`src/rtl/bufctl_pkg.sv`:
```
// Shared types and constants for the bus buffer controller.
package bufctl_pkg;
    localparam int NUM_BANKS = 2;
    localparam int BANK_W    = $clog2(NUM_BANKS);
    localparam int MODE_W    = 2;
    localparam int ENB_W     = 4;

    typedef enum logic [MODE_W-1:0] {
        BM_SPLIT_TX  = 2'd0,
        BM_SPLIT_CE  = 2'd1,
        BM_SHARED_TX = 2'd2,
        BM_SHARED_CE = 2'd3
    } buf_mode_t;

    // Pin positions inside the multi-purpose enable vector.
    localparam int PIN_DATA_A = 0;
    localparam int PIN_DATA_B = 1;
    localparam int PIN_INS_A  = 2;
    localparam int PIN_INS_B  = 3;
endpackage

```
`src/rtl/bufctl_cfg_reg.sv`:
```
// Buffer mode register. Loads on a strobe, clears to mode 0 on reset.
// Assumes the strobe is synchronous to clk.
module bufctl_cfg_reg
    import bufctl_pkg::*;
(
    input  logic              clk,
    input  logic              rst_n,
    input  logic              load,
    input  logic [MODE_W-1:0] mode_in,
    output buf_mode_t         mode
);
    // Hold the selected mode until a new value is loaded.
    always_ff @(posedge clk) begin
        if (!rst_n)
            mode <= BM_SPLIT_TX;
        else if (load)
            mode <= buf_mode_t'(mode_in);
    end
endmodule

```
`src/rtl/bufctl_bank_sel.sv`:
```
// Bank select flip-flop: announces the bank enabled from the next edge.
// Assumes next_bank is settled before each rising edge.
module bufctl_bank_sel
    import bufctl_pkg::*;
(
    input  logic              clk,
    input  logic              rst_n,
    input  logic [BANK_W-1:0] next_bank,
    output logic [BANK_W-1:0] bank_sel
);
    // Register the upcoming bank so the output has no decode delay.
    always_ff @(posedge clk) begin
        if (!rst_n)
            bank_sel <= '0;
        else
            bank_sel <= next_bank;
    end
endmodule

```
`src/rtl/bufctl_enable_dec.sv`:
```
// Decodes the mode-dependent enables and the per-bank write enables.
// Assumes instruction transfers never write: is_write is ignored for them.
module bufctl_enable_dec
    import bufctl_pkg::*;
(
    input  buf_mode_t         mode,
    input  logic              xfer_valid,
    input  logic [BANK_W-1:0] cur_bank,
    input  logic              is_write,
    input  logic              is_data,
    input  logic [BANK_W-1:0] bank_sel,
    output logic [ENB_W-1:0]  enb_n,
    output logic [NUM_BANKS-1:0] wr_en_n
);
    logic [NUM_BANKS-1:0] hit;
    logic [NUM_BANKS-1:0] d_rd;
    logic [NUM_BANKS-1:0] d_any;
    logic [NUM_BANKS-1:0] i_any;
    logic [NUM_BANKS-1:0] d_wr;

    // Per-bank transfer classification.
    for (genvar b = 0; b < NUM_BANKS; b++) begin : g_bank
        assign hit[b]   = xfer_valid && (cur_bank == BANK_W'(b));
        assign d_rd[b]  = hit[b] && is_data && !is_write;
        assign d_any[b] = hit[b] && is_data;
        assign i_any[b] = hit[b] && !is_data;
        assign d_wr[b]  = hit[b] && is_data && is_write;
    end

    // Select the meaning of each multi-purpose pin from the mode.
    always_comb begin
        enb_n   = '1;
        wr_en_n = ~d_wr;
        unique case (mode)
            BM_SPLIT_TX: begin
                enb_n[PIN_DATA_A] = ~d_rd[0];
                enb_n[PIN_DATA_B] = ~d_rd[1];
                enb_n[PIN_INS_A]  = ~i_any[0];
                enb_n[PIN_INS_B]  = ~i_any[1];
            end
            BM_SPLIT_CE: begin
                enb_n[PIN_DATA_A] = ~d_any[0];
                enb_n[PIN_DATA_B] = ~d_any[1];
                enb_n[PIN_INS_A]  = ~i_any[0];
                enb_n[PIN_INS_B]  = ~i_any[1];
            end
            BM_SHARED_TX: begin
                enb_n[PIN_DATA_A] = ~(|d_rd);
                enb_n[PIN_DATA_B] = bank_sel[0];
                enb_n[PIN_INS_A]  = ~(|i_any);
                enb_n[PIN_INS_B]  = ~(|i_any);
            end
            BM_SHARED_CE: begin
                enb_n[PIN_DATA_A] = ~(|d_any);
                enb_n[PIN_DATA_B] = bank_sel[0];
                enb_n[PIN_INS_A]  = ~(|i_any);
                enb_n[PIN_INS_B]  = ~(|i_any);
                wr_en_n           = {NUM_BANKS{~(|d_wr)}};
            end
            default: begin
                enb_n   = '1;
                wr_en_n = '1;
            end
        endcase
    end
endmodule

```
`src/rtl/bufctl_latch_gen.sv`:
```
// Active-high write-latch enables, one per bank, for the low clock half.
// Assumes phase_lo is high only after the falling edge of clk.
module bufctl_latch_gen
    import bufctl_pkg::*;
(
    input  logic              xfer_valid,
    input  logic [BANK_W-1:0] cur_bank,
    input  logic              is_write,
    input  logic              is_data,
    input  logic              phase_lo,
    output logic [NUM_BANKS-1:0] latch_en
);
    // Open a bank's latch only for a data write in the second half-cycle.
    for (genvar b = 0; b < NUM_BANKS; b++) begin : g_le
        assign latch_en[b] = xfer_valid && is_data && is_write && phase_lo
                             && (cur_bank == BANK_W'(b));
    end
endmodule

```
`src/rtl/bufctl_top.sv`:
```
// Bus buffer controller top: mode register, bank-select flop, enable
// decoder and latch-enable generator. Assumes inputs come from a
// synchronous access sequencer on the same clock.
module bufctl_top
    import bufctl_pkg::*;
(
    input  logic       clk,
    input  logic       rst_n,
    input  logic       cfg_wr,
    input  logic [1:0] cfg_mode,
    input  logic       xfer_valid,
    input  logic       cur_bank,
    input  logic       next_bank,
    input  logic       is_write,
    input  logic       is_data,
    input  logic       phase_lo,
    output logic [3:0] enb_n,
    output logic       bank_sel,
    output logic [1:0] wr_en_n,
    output logic [1:0] latch_en
);
    buf_mode_t mode_q;

    bufctl_cfg_reg u_cfg (
        .clk     (clk),
        .rst_n   (rst_n),
        .load    (cfg_wr),
        .mode_in (cfg_mode),
        .mode    (mode_q)
    );

    bufctl_bank_sel u_bsel (
        .clk       (clk),
        .rst_n     (rst_n),
        .next_bank (next_bank),
        .bank_sel  (bank_sel)
    );

    bufctl_enable_dec u_dec (
        .mode       (mode_q),
        .xfer_valid (xfer_valid),
        .cur_bank   (cur_bank),
        .is_write   (is_write),
        .is_data    (is_data),
        .bank_sel   (bank_sel),
        .enb_n      (enb_n),
        .wr_en_n    (wr_en_n)
    );

    bufctl_latch_gen u_latch (
        .xfer_valid (xfer_valid),
        .cur_bank   (cur_bank),
        .is_write   (is_write),
        .is_data    (is_data),
        .phase_lo   (phase_lo),
        .latch_en   (latch_en)
    );
endmodule

```
`config.mk`:
```
export PLATFORM = sky130hd
export DESIGN_NAME = bufctl_top
export DESIGN_NICKNAME = d
export VERILOG_FILES = /design/src/rtl/bufctl_pkg.sv /design/src/rtl/bufctl_cfg_reg.sv /design/src/rtl/bufctl_bank_sel.sv /design/src/rtl/bufctl_enable_dec.sv /design/src/rtl/bufctl_latch_gen.sv /design/src/rtl/bufctl_top.sv
export SDC_FILE = /design/constraint.sdc
export NUM_CORES = 1
export LEC_CHECK = 0
export BUFFER_PORTS_ARGS = -buffer_cell sky130_fd_sc_hd__buf_2
export CORE_AREA = 5 5 42 44
export CTS_BUF_LIST = sky130_fd_sc_hd__clkbuf_4 sky130_fd_sc_hd__clkbuf_8
export DETAILED_ROUTE_END_ITERATION = 6
export DIE_AREA = 0 0 47 49
export PLACE_DENSITY_LB_ADDON = 0.05
export SLEW_MARGIN = 10
export SYNTH_ARGS = -nofsm -noshare
export SYNTH_HDL_FRONTEND = slang
export SYNTH_SLANG_ARGS = --single-unit
```
`constraint.sdc`:
```
create_clock -name clk -period 1.7 [get_ports clk]
set_clock_uncertainty 0.15 [all_clocks]
set_input_delay 0.085 -clock clk [delete_from_list [all_inputs] [get_ports clk]]
set_output_delay 0.085 -clock clk [all_outputs]
set_load 0.02 [all_outputs]
```
==> results of run 1 <==
-- flip-flops by register name (all words and copies together), names as in the netlist --
| name | flops |
|---|---|
| u_bsel.bank_sel | 1 |
| u_cfg.mode | 2 |
-- cells in the final DEF, fill, tap and decap left out --
| master | instances |
|---|---|
| dfxtp_1 | 3 |
| nand3_1 | 1 |
| clkbuf_4 | 4 |
| nand2b_1 | 2 |
| inv_1 | 1 |
| nand4_1 | 2 |
| nand2_1 | 2 |
| dlygate4sd3_1 | 5 |
| nor2_1 | 2 |
| a21o_1 | 2 |
| and2_1 | 1 |
| nor2b_1 | 5 |
| mux2i_1 | 2 |
| buf_2 | 19 |
| o21ai_0 | 1 |
| a41oi_2 | 1 |
-- final cells by class --
| class | count | area (µm²) | share of cell area [%] |
|---|---|---|---|
| Inverter | 1 | 3.75 | 0.943 |
| Clock buffer | 4 | 30.0 | 7.55 |
| Tap cell | 16 | 20.0 | 5.03 |
| Timing Repair Buffer | 24 | 145 | 36.5 |
| Multi-Input combinational cell | 21 | 139 | 34.9 |
| Sequential cell | 3 | 60.1 | 15.1 |
-- path summary, 6_finish.rpt --
path	end	start	cells after the start
setup / recovery	u_cfg.mode[1]$_SDFFE_PN0P_	rst_n	4
hold / removal	u_cfg.mode[0]$_SDFFE_PN0P_	cfg_wr	3
setup reg to reg	u_cfg.mode[1]$_SDFFE_PN0P_	u_cfg.mode[1]$_SDFFE_PN0P_	3
hold reg to reg	u_cfg.mode[0]$_SDFFE_PN0P_	u_cfg.mode[0]$_SDFFE_PN0P_	2
-- metal layers --
metal	vias up	routed length [µm]	track usage, %
li1	143	-	-
met1	118	210	6.36
met2	13	338	10.2
met3	0	107	1.48
met4	0	0	5.53
met5	-	0	0
-- synthesized netlist by cell type --
master    number  share of area, %
o21ai_0        1               2.5
nand3_1        1               2.5
and2_1         1               3.1
nand2_1        2               3.7
nor2b_1        5                15
dfxtp_1        3                30
a41oi_2        1               8.0
mux2i_1        2               9.9
a21o_1         2               7.4
nor2_1         2               3.7
nand2b_1       2               6.2
inv_1          1               1.9
nand4_1        2               6.2
-- where the power goes --
group / leakage (nW) / total (mW) / internal, mW / switching (mW)
clock network: 0.0184 / 0.139 / 0.104 / 0.0357
registers: 0.0249 / 0.0781 / 0.0749 / 0.00318
logic: 0.148 / 0.0647 / 0.0326 / 0.0322
-- kinds of logic (layout without fill, tap and decap cells) --
group / Yosys count / in the layout
flops: 3 / 3
simple gates: 15 / 15
compound gates: 4 / 4
buf+inv: 1 / 29
mux: 2 / 2
-- through the flow --
stage               worst slack [ps]  area (µm²)  cells  total power [mW]  hold slack, ps
finish                           265         398     69             0.282            17.9
global route                     214         398     69             0.300            26.1
CTS                              274         398     69             0.291            12.6
detailed placement               626         318     60             0.136             143
global placement                 629         318     60             0.136             144
floorplan                        645         203     25             0.108            56.7
-- worst register-to-register path, stage by stage (launching register included) --
cell and delay, ps:
dfxtp_1 330, mux2i_1 130, nor2b_1 60, dlygate4sd3_1 540
==> results.toml, run 1 <==
[outcome]
run_status = "finished clean"

[synthesis]
synth_compound_gate_area_share_pct = 17.9
synthesis.area_um2 = 203
muxShareOfSynthArea_pct = 9.88
sequential_cell_area_fraction_in_the_yosys_report_pct = 29.6
postSynthRegisterBits = 3
synthAdderAreaFrac_pct = 0
cell_variety_after_synth = 13
synthesis.area_per_instance_um2 = 8.11
synth_simple_gate_area_share_pct = 40.7
synthesis.yosys.warnings = 0
mappedNetlistNets = 36
post_synth_xor_area_fraction_pct = 0
post_synth_inst_count = 25
combinational_family_with_the_most_area_after_synthesis = "simple AND/OR/NAND/NOR gates"

[setup_path]
setup.worst_path.class = "primary input to flop"
startpoint_type = "primary input"
worst-endpoint-required_ps = 1670
worst_path_max_delay_cell = "dlygate4sd3_1"
path_cells = "dlygate4sd3_1, buf_2, nor2b_1, dlygate4sd3_1"
cp_data_arrival_time_ps = 1400
critPathCaptureType = "flop"
critical_path.most_common_cell = "dlygate4sd3_1"
critical-path-top-delay-family = "buffers and inverters"
rrSetupSlack_ps = 370
worst_path_largest_cell_delay_ps = 540
crit_fanout = 3
cp.buffers_inverters = 3

[sta]
final_hold_violation_count = 0
setup_repair_after_global_routing_missed_its_margin = "no"
achievable-frequency_mhz = 697
layout_worst_path_cycle_share_pct = 84.4
worst-slew-pin-transition_ps = 115
totalNegativeSetupSlack_ps = 0
timing.final.max_slew_violations = 0
timing.final.crit_period_ps = 1430
report.final.setup_viol = 0
maxSlewHeadroom_pct = 92.1

[min_path]
hp-class = "primary input to flop"

[power]
worst_ir_drop_vdd_mv = 0.309
static-leakage-power_nw = 0.191
power.density_cell_area_nw_per_um2 = 710

[routing]
drtPass1Iterations = 2
initialDrtViolationCount = 2
dr_total_vias = 274
remaining_drc_errors = 0
wire_per_inst_um = 9.51
ant_nets = 0
drt-total-wl_um = 656
viasPerCell = 3.97

[die]
die_area_um2 = 2300
chip_height_um = 49
initial_utilization_pct = 14.5
rows = 14
design.core.area_um2 = 1400
floorplan.die.width_um = 47
boundaryPins = 20

[clock_tree]
clock_tree_from_tritoncts = "done"
tritoncts.num_buffers = 3
post-cts-setup-buffers = 0
post_cts_hold_buffer_count = 5
h_tree_depth_reported_by_cts = 1
cts-root-to-sink-buffers = 2
post_cts_resize_count = 0
cts.root.buffer_cell = "clkbuf_4"
worst_setup_hold_path_clk_slew_ps = 40
insertion_delay_ps = 230
clock-sinks = 3

[final_layout]
share_of_cells_above_drive_strength_1_pct = 45.3
antenna_cells = 0
finalNetCount = 65
fill_cells = 176
syn2layout_area_growth_pct = 96.3
fin_util_pct = 28.4

[run]
cap_viol_max_count = 0

[global_route]
grt_max_degree = 7
first_pass_grt_wire_length_um = 1050
globalRoute.totalOverflow = 0
number_of_global_route_vias_before_repair = 267
globalRouteTotalUtil_pct = 6.33
antenna_violations_before_repair = 0

[place]
port_buffers = 19
gp_routability_congestion = 0.732
detailedPlacementHpwl_um = 557
Power figures use the tool's default switching activity.
==> inputs of run 2 (changes only) <==
--- a/config.mk
+++ b/config.mk
@@ -5,6 +5,7 @@
 export SDC_FILE = /design/constraint.sdc
 export NUM_CORES = 1
 export LEC_CHECK = 0
+export ABC_AREA = 1
 export BUFFER_PORTS_ARGS = -buffer_cell sky130_fd_sc_hd__buf_2
 export CORE_AREA = 5 5 42 44
 export CTS_BUF_LIST = sky130_fd_sc_hd__clkbuf_4 sky130_fd_sc_hd__clkbuf_8
==> constraint.sdc (replaced) <==
create_clock -name clk -period 1.1 [get_ports clk]
set_clock_uncertainty 0.15 [all_clocks]
set_input_delay 0.055 -clock clk [delete_from_list [all_inputs] [get_ports clk]]
set_output_delay 0.055 -clock clk [all_outputs]
set_load 0.02 [all_outputs]
==> run 2 against run 1 <==
Against the previous run: synthesized cell count grew 48%; clock-buffer cell count unchanged; setup slack worse by 330 ps; register-to-register slack worse by 90 ps; clock power grew 56%; the run now ends with negative setup slack left; wire length fell by 1.8%; total power is 64% higher; die area is the same.
==> results.toml, run 2 <==
[routing]
drtPass1Iterations = 1
initialDrtViolationCount = 0
viasPerCell = 3.75
drt-total-wl_um = 644
wire_per_inst_um = 7.95
ant_nets = 0
dr_total_vias = 304
remaining_drc_errors = 0

[synthesis]
netlist_top_cells_count = "inv_1 (10), nand2_1 (8), nor2_1 (5), o21ai_0 (5), dfxtp_1 (3)"
synthesis.area_um2 = 203
postSynthRegisterBits = 3
synthesis.yosys.warnings = 0
cell_variety_after_synth = 9
post_synth_inst_count = 37
most_frequent_cell_after_synthesis = "inv_1"
async_reset_ff_share_pct = 0
sequential_cell_area_fraction_in_the_yosys_report_pct = 29.6
mappedNetlistNets = 48
netlist.top_cell.by_area = "dfxtp_1"
yosys-top-cells-area = "dfxtp_1 (30%), inv_1 (19%), nand2_1 (15%)"
synth_top_area_share_pct = 29.6
yosys_most_used_dff = "dfxtp_1"
synthesis.area_per_instance_um2 = 5.48
synth_enable_flop_cells = 0

[die]
initial_utilization_pct = 14.5
floorplan.die.width_um = 47
boundaryPins = 20
rows = 14
chip_height_um = 49
die_area_um2 = 2300
design.core.area_um2 = 1400

[setup_path]
worst-endpoint-required_ps = 890
path_cells = "nand2_2, inv_2, o21ai_1, buf_4"
setup.worst_path.class = "flop to primary output"
critPathCaptureType = "primary output"
cp_data_arrival_time_ps = 960
worst_path_max_delay_cell = "dfxtp_4"
startpoint_type = "flop"
worst_path_largest_cell_delay_ps = 360
crit_fanout = 5

[global_route]
antenna_violations_before_repair = 0
globalRouteTotalUtil_pct = 6.54
globalRoute.totalOverflow = 0
first_pass_grt_wire_length_um = 1100
grt_max_degree = 6
number_of_global_route_vias_before_repair = 297

[final_layout]
seqCellArea_um2 = 65.1
final_common_cell = "buf_2"
area_of_the_multi_input_gates_um2 = 125
registers.top_by_ff_count = "u_cfg.mode"
finalNetCount = 77
syn2layout_area_growth_pct = 124
fill_cells = 171
top_regs = "u_cfg.mode x2, u_bsel.bank_sel x1"
antenna_cells = 0
fin_cells = 81
share_of_cells_above_drive_strength_1_pct = 53.8
max_reg_flops = 2
layout.cells.most_common_list = "buf_2 (14), inv_1 (8), nand2_1 (6)"

[power]
share_comb_of_total_power_pct = 26.0
worst_ir_drop_vdd_mv = 0.465
internal_power_uw = 336
p_seq_share_pct = 27.0
static-leakage-power_nw = 0.249
power.density_cell_area_nw_per_um2 = 1020
power_share_of_the_clock_group_pct = 47.1
power.switching_fraction_pct = 27.3
p_switching_uw = 126

[sta]
report.final.setup_viol = 6
timing.final.crit_period_ps = 1170
timing.final.max_slew_violations = 0
achievable-frequency_mhz = 855
maxSlewHeadroom_pct = 91.1
worst-slew-pin-transition_ps = 132
fin_worst_setup_slack_ps = -69.3
final_hold_violation_count = 0
setup_repair_after_global_routing_missed_its_margin = "yes"
layout_worst_path_cycle_share_pct = 106

[clock_tree]
tritoncts.num_buffers = 3
h_tree_depth_reported_by_cts = 1
worst_setup_hold_path_clk_slew_ps = 40
clock-sinks = 3
clock_tree_from_tritoncts = "done"
insertion_delay_ps = 230
cts-root-to-sink-buffers = 2
cts.root.buffer_cell = "clkbuf_4"

[outcome]
run_status = "finished with violations"
violated_checks = "negative setup slack"

[run]
cap_viol_max_count = 0

[min_path]
hp-class = "primary input to primary output"

[place]
gp_routability_congestion = 0.642
port_buffers = 19
detailedPlacementHpwl_um = 539
dp_worst_setup_slack_ps = 94.9
dpl_cells = 72
run 2: cell types whose count changed in the layout (fill, tap and decap cells not counted), moves of 4 or more:
cell and change:
inv_1 +7, buf_2 -5, nor2b_1 -5, buf_6 +4, nand2_1 +4
run 2: per-stage QoR:
step           instance area [µm²]  utilization [%]  hold WS (ps)  TNS, ps  power, mW
3_3_place_gp                   318             22.7          94.5        0      0.213
6_report                       454             32.4           267     -295      0.462
5_1_grt                        454             32.4           284     -633      0.494
4_1_cts                        444             31.7           274     -382      0.472
2_1_floorplan                  203                -         -1.55        0      0.172
3_5_place_dp                   318             22.7          92.8        0      0.212
run 2: path summary, 6_finish.rpt:
path                                   start                         end  slack, ps  cells past startpoint
hold reg to reg   u_cfg.mode[0]$_SDFFE_PN0P_  u_cfg.mode[0]$_SDFFE_PN0P_        320                      2
setup / recovery  u_cfg.mode[1]$_SDFFE_PN0P_                  wr_en_n[0]        -70                      4
hold / removal                      cur_bank                  wr_en_n[1]        270                      3
setup reg to reg  u_cfg.mode[1]$_SDFFE_PN0P_  u_cfg.mode[1]$_SDFFE_PN0P_        280                      2
run 2: routing by layer:
metal	vias up	global-route usage [%]	routed length, µm	share of wire, %
met5	-	0	0	0
met4	0	5.53	17	2.6
met3	2	1.11	68	11
met2	14	10.2	309	48
met1	123	7.24	249	39
li1	165	-	-	-
run 2: area by class of cell:
| cell class | count | share of cell area [%] |
|---|---|---|
| inverters | 11 | 9.09 |
| clock buffers | 4 | 6.61 |
| multi-input cells | 23 | 27.5 |
| well taps | 16 | 4.41 |
| repair buffers | 24 | 38.0 |
| flip-flops and latches | 3 | 14.3 |
run 2: power by group through the flow:
| stage | Combinational [mW] | Sequential [mW] | Clock (mW) |
|---|---|---|---|
| global placement | 0.0890 | 0.124 | 0 |
| CTS | 0.119 | 0.124 | 0.229 |
| global route | 0.134 | 0.125 | 0.234 |
| detailed placement | 0.0879 | 0.124 | 0 |
| floorplan | 0.0468 | 0.125 | 0 |
| finish | 0.120 | 0.125 | 0.217 |
run 2: timing repair:
item | CTS | global route
hold buffers | 5 | 0
buffers inserted | 0 | 0
endpoints found under the hold margin | 3 | 0
pin swaps | 3 | 4
setup endpoints to repair | 6 | 6
resized for setup | 18 | 4
run 2: logic make-up (layout without fill, tap and decap cells):
family	Yosys count	in the layout	share of synthesized area, %
flops	3	3	29.6
buf+inv	11	39	20.4
simple gates	17	17	35.2
compound gates	6	6	14.8
run 2: worst max-delay path: cells and delay by family, from the launching register on:
kind                   cells  cell delay [ps]
and+or+nand+nor            1               70
AOI/OAI and AO/OA          1              110
buffers and inverters      2              190
DFF                        1              360
==> inputs of run 3 (changes only) <==
--- a/config.mk
+++ b/config.mk
@@ -12,7 +12,7 @@
 export DETAILED_ROUTE_END_ITERATION = 6
 export DIE_AREA = 0 0 47 49
 export PLACE_DENSITY_LB_ADDON = 0.05
-export SLEW_MARGIN = 10
+export RECOVER_POWER = 50
 export SYNTH_ARGS = -nofsm -noshare
 export SYNTH_HDL_FRONTEND = slang
 export SYNTH_SLANG_ARGS = --single-unit
==> run 3 against run 2 <==
Against the previous run: the flow still finishes with violations (negative setup slack); largest power group unchanged; setup slack stayed put; utilization is 0.18 points lower; critical path depth unchanged; total power is 0.17% lower; design area shrank 0.55%; first-iteration DRC count unchanged; clock power about the same.
==> results.toml, run 3 (synthesis gave the netlist of run 2 again) <==
[sta]
worst-slew-pin-transition_ps = 249
setup_repair_after_global_routing_missed_its_margin = "yes"
achievable-frequency_mhz = 855
maxSlewHeadroom_pct = 83.4
finalHoldWorstSlack_ps = 267
totalNegativeSetupSlack_ps = -295
timing.final.crit_period_ps = 1170
layout_worst_path_cycle_share_pct = 106
report.final.setup_viol = 6
timing.final.max_slew_violations = 0
fin_worst_setup_slack_ps = -69.3
final_hold_violation_count = 0

[setup_path]
critical-path-top-delay-family = "flip-flops"
startpoint_type = "flop"
worst_path_largest_cell_delay_ps = 360
crit_start = "u_cfg.mode[1]$_SDFFE_PN0P_"
r2r-start = "u_cfg.mode[1]$_SDFFE_PN0P_"
rrSetupSlack_ps = 280
cp_data_arrival_time_ps = 960
setup.worst_path.class = "flop to primary output"
path_cells = "nand2_2, inv_2, o21ai_1, buf_4"
crit_fanout = 5
critPathCaptureType = "primary output"
r2r_cells = 2
reg2reg_to = "u_cfg.mode[1]$_SDFFE_PN0P_"
worst-endpoint-required_ps = 890
worst_path_max_delay_cell = "dfxtp_4"
cp.buffers_inverters = 2

[routing]
ant_nets = 0
viasPerCell = 3.75
wire_per_inst_um = 8.02
dr_total_vias = 304
drtPass1Iterations = 1
drt-total-wl_um = 650
initialDrtViolationCount = 0
remaining_drc_errors = 0

[clock_tree]
worst_setup_hold_path_clk_slew_ps = 40
tritoncts.num_buffers = 3
clock-sinks = 3
post-cts-setup-buffers = 0
clock_tree_from_tritoncts = "done"
h_tree_depth_reported_by_cts = 1
insertion_delay_ps = 230
cts-root-to-sink-buffers = 2
cts.root.buffer_cell = "clkbuf_4"

[outcome]
run_status = "finished with violations"
violated_checks = "negative setup slack"

[final_layout]
antenna_cells = 0
share_of_cells_above_drive_strength_1_pct = 50.8
max_reg_flops = 2
layout.cells.most_common_list = "buf_2 (12), inv_1 (8), nand2_1 (6)"
top_regs = "u_cfg.mode x2, u_bsel.bank_sel x1"
finalNetCount = 77
syn2layout_area_growth_pct = 123
final_common_cell = "buf_2"
registers.top_by_ff_count = "u_cfg.mode"
fin_cells = 81

[global_route]
global_route.usage.met3_pct = 1.11
globalRoute.busiestLayer = "met2"
grt_max_degree = 6
number_of_global_route_vias_before_repair = 297
globalRoute.totalOverflow = 0
globalRouteTotalUtil_pct = 6.54
antenna_violations_before_repair = 0
first_pass_grt_wire_length_um = 1100
grt_util_met1_pct = 7.24
global_route_track_usage_on_met2_pct = 10.2

[min_path]
hp-start = "cur_bank"
min_to = "wr_en_n[1]"
hp-class = "primary input to primary output"
holdPathStages = 3

[power]
worst_ir_drop_vdd_mv = 0.464
static-leakage-power_nw = 0.243
power.density_cell_area_nw_per_um2 = 1020

[die]
initial_utilization_pct = 14.5
rows = 14
floorplan.die.width_um = 47
die_area_um2 = 2300
chip_height_um = 49
design.core.area_um2 = 1400
boundaryPins = 20

[place]
detailedPlacementHpwl_um = 539
dpl_cells = 72
port_buffers = 19
gp_routability_congestion = 0.642

[run]
cap_viol_max_count = 0
[run 3: cell types whose count changed in the layout (fill, tap and decap cells not counted), sizes merged]
cell,delta
buf,-2
clkbuf,+2
[run 3: per-layer routing]
| layer | share of wire [%] | routed length, µm | vias up |
|---|---|---|---|
| met5 | 0 | 0 | - |
| met2 | 48 | 310 | 14 |
| met1 | 39 | 253 | 123 |
| li1 | - | - | 165 |
| met3 | 10 | 68 | 2 |
| met4 | 2.6 | 17 | 0 |
[run 3: area by class of cell]
cell class                      instances  area, µm²
Clock buffer                            4       30.0
Multi-Input combinational cell         23        125
Tap cell                               16       20.0
Timing Repair Buffer                   24        170
Sequential cell                         3       65.1
Inverter                               11       41.3
Fill cell                             172        950
[run 3: per-stage QoR]
step	instance area [µm²]	setup slack (ps)	utilization [%]	power (mW)
global placement	318	97.5	22.7	0.213
global route	452	-123	32.2	0.493
finish	452	-69.3	32.2	0.461
detailed placement	318	94.9	22.7	0.212
CTS	444	-81.0	31.7	0.472
floorplan	203	6.07	-	0.172
[run 3: power by group]
| group | total [mW] | internal, mW | switching [mW] |
|---|---|---|---|
| Combinational | 0.119 | 0.0576 | 0.0614 |
| Clock | 0.217 | 0.160 | 0.0568 |
| Sequential | 0.125 | 0.117 | 0.00804 |
| Total | 0.461 | 0.335 | 0.126 |
[run 3: how the worst max path moves through the flow]
stage                            end  slack, ps  cells past startpoint
final                     wr_en_n[0]        -70                      4
after global routing        enb_n[1]       -120                      6
after CTS                 wr_en_n[0]        -80                      4
after detailed placement    enb_n[1]         90                      5
after global placement      enb_n[1]        100                      5
after floorplan           wr_en_n[0]          6                      3
[run 3: timing repair]
item,4_1_cts,5_1_grt
hold buffers,5,0
endpoints found under the setup margin,6,6
resized for setup,18,4
hold endpoints to repair,3,0
pin swaps,3,4
[run 3: worst min-delay path: stages]
cell     delay [ps]
buf_2           130
o21ai_2          60
buf_6           120
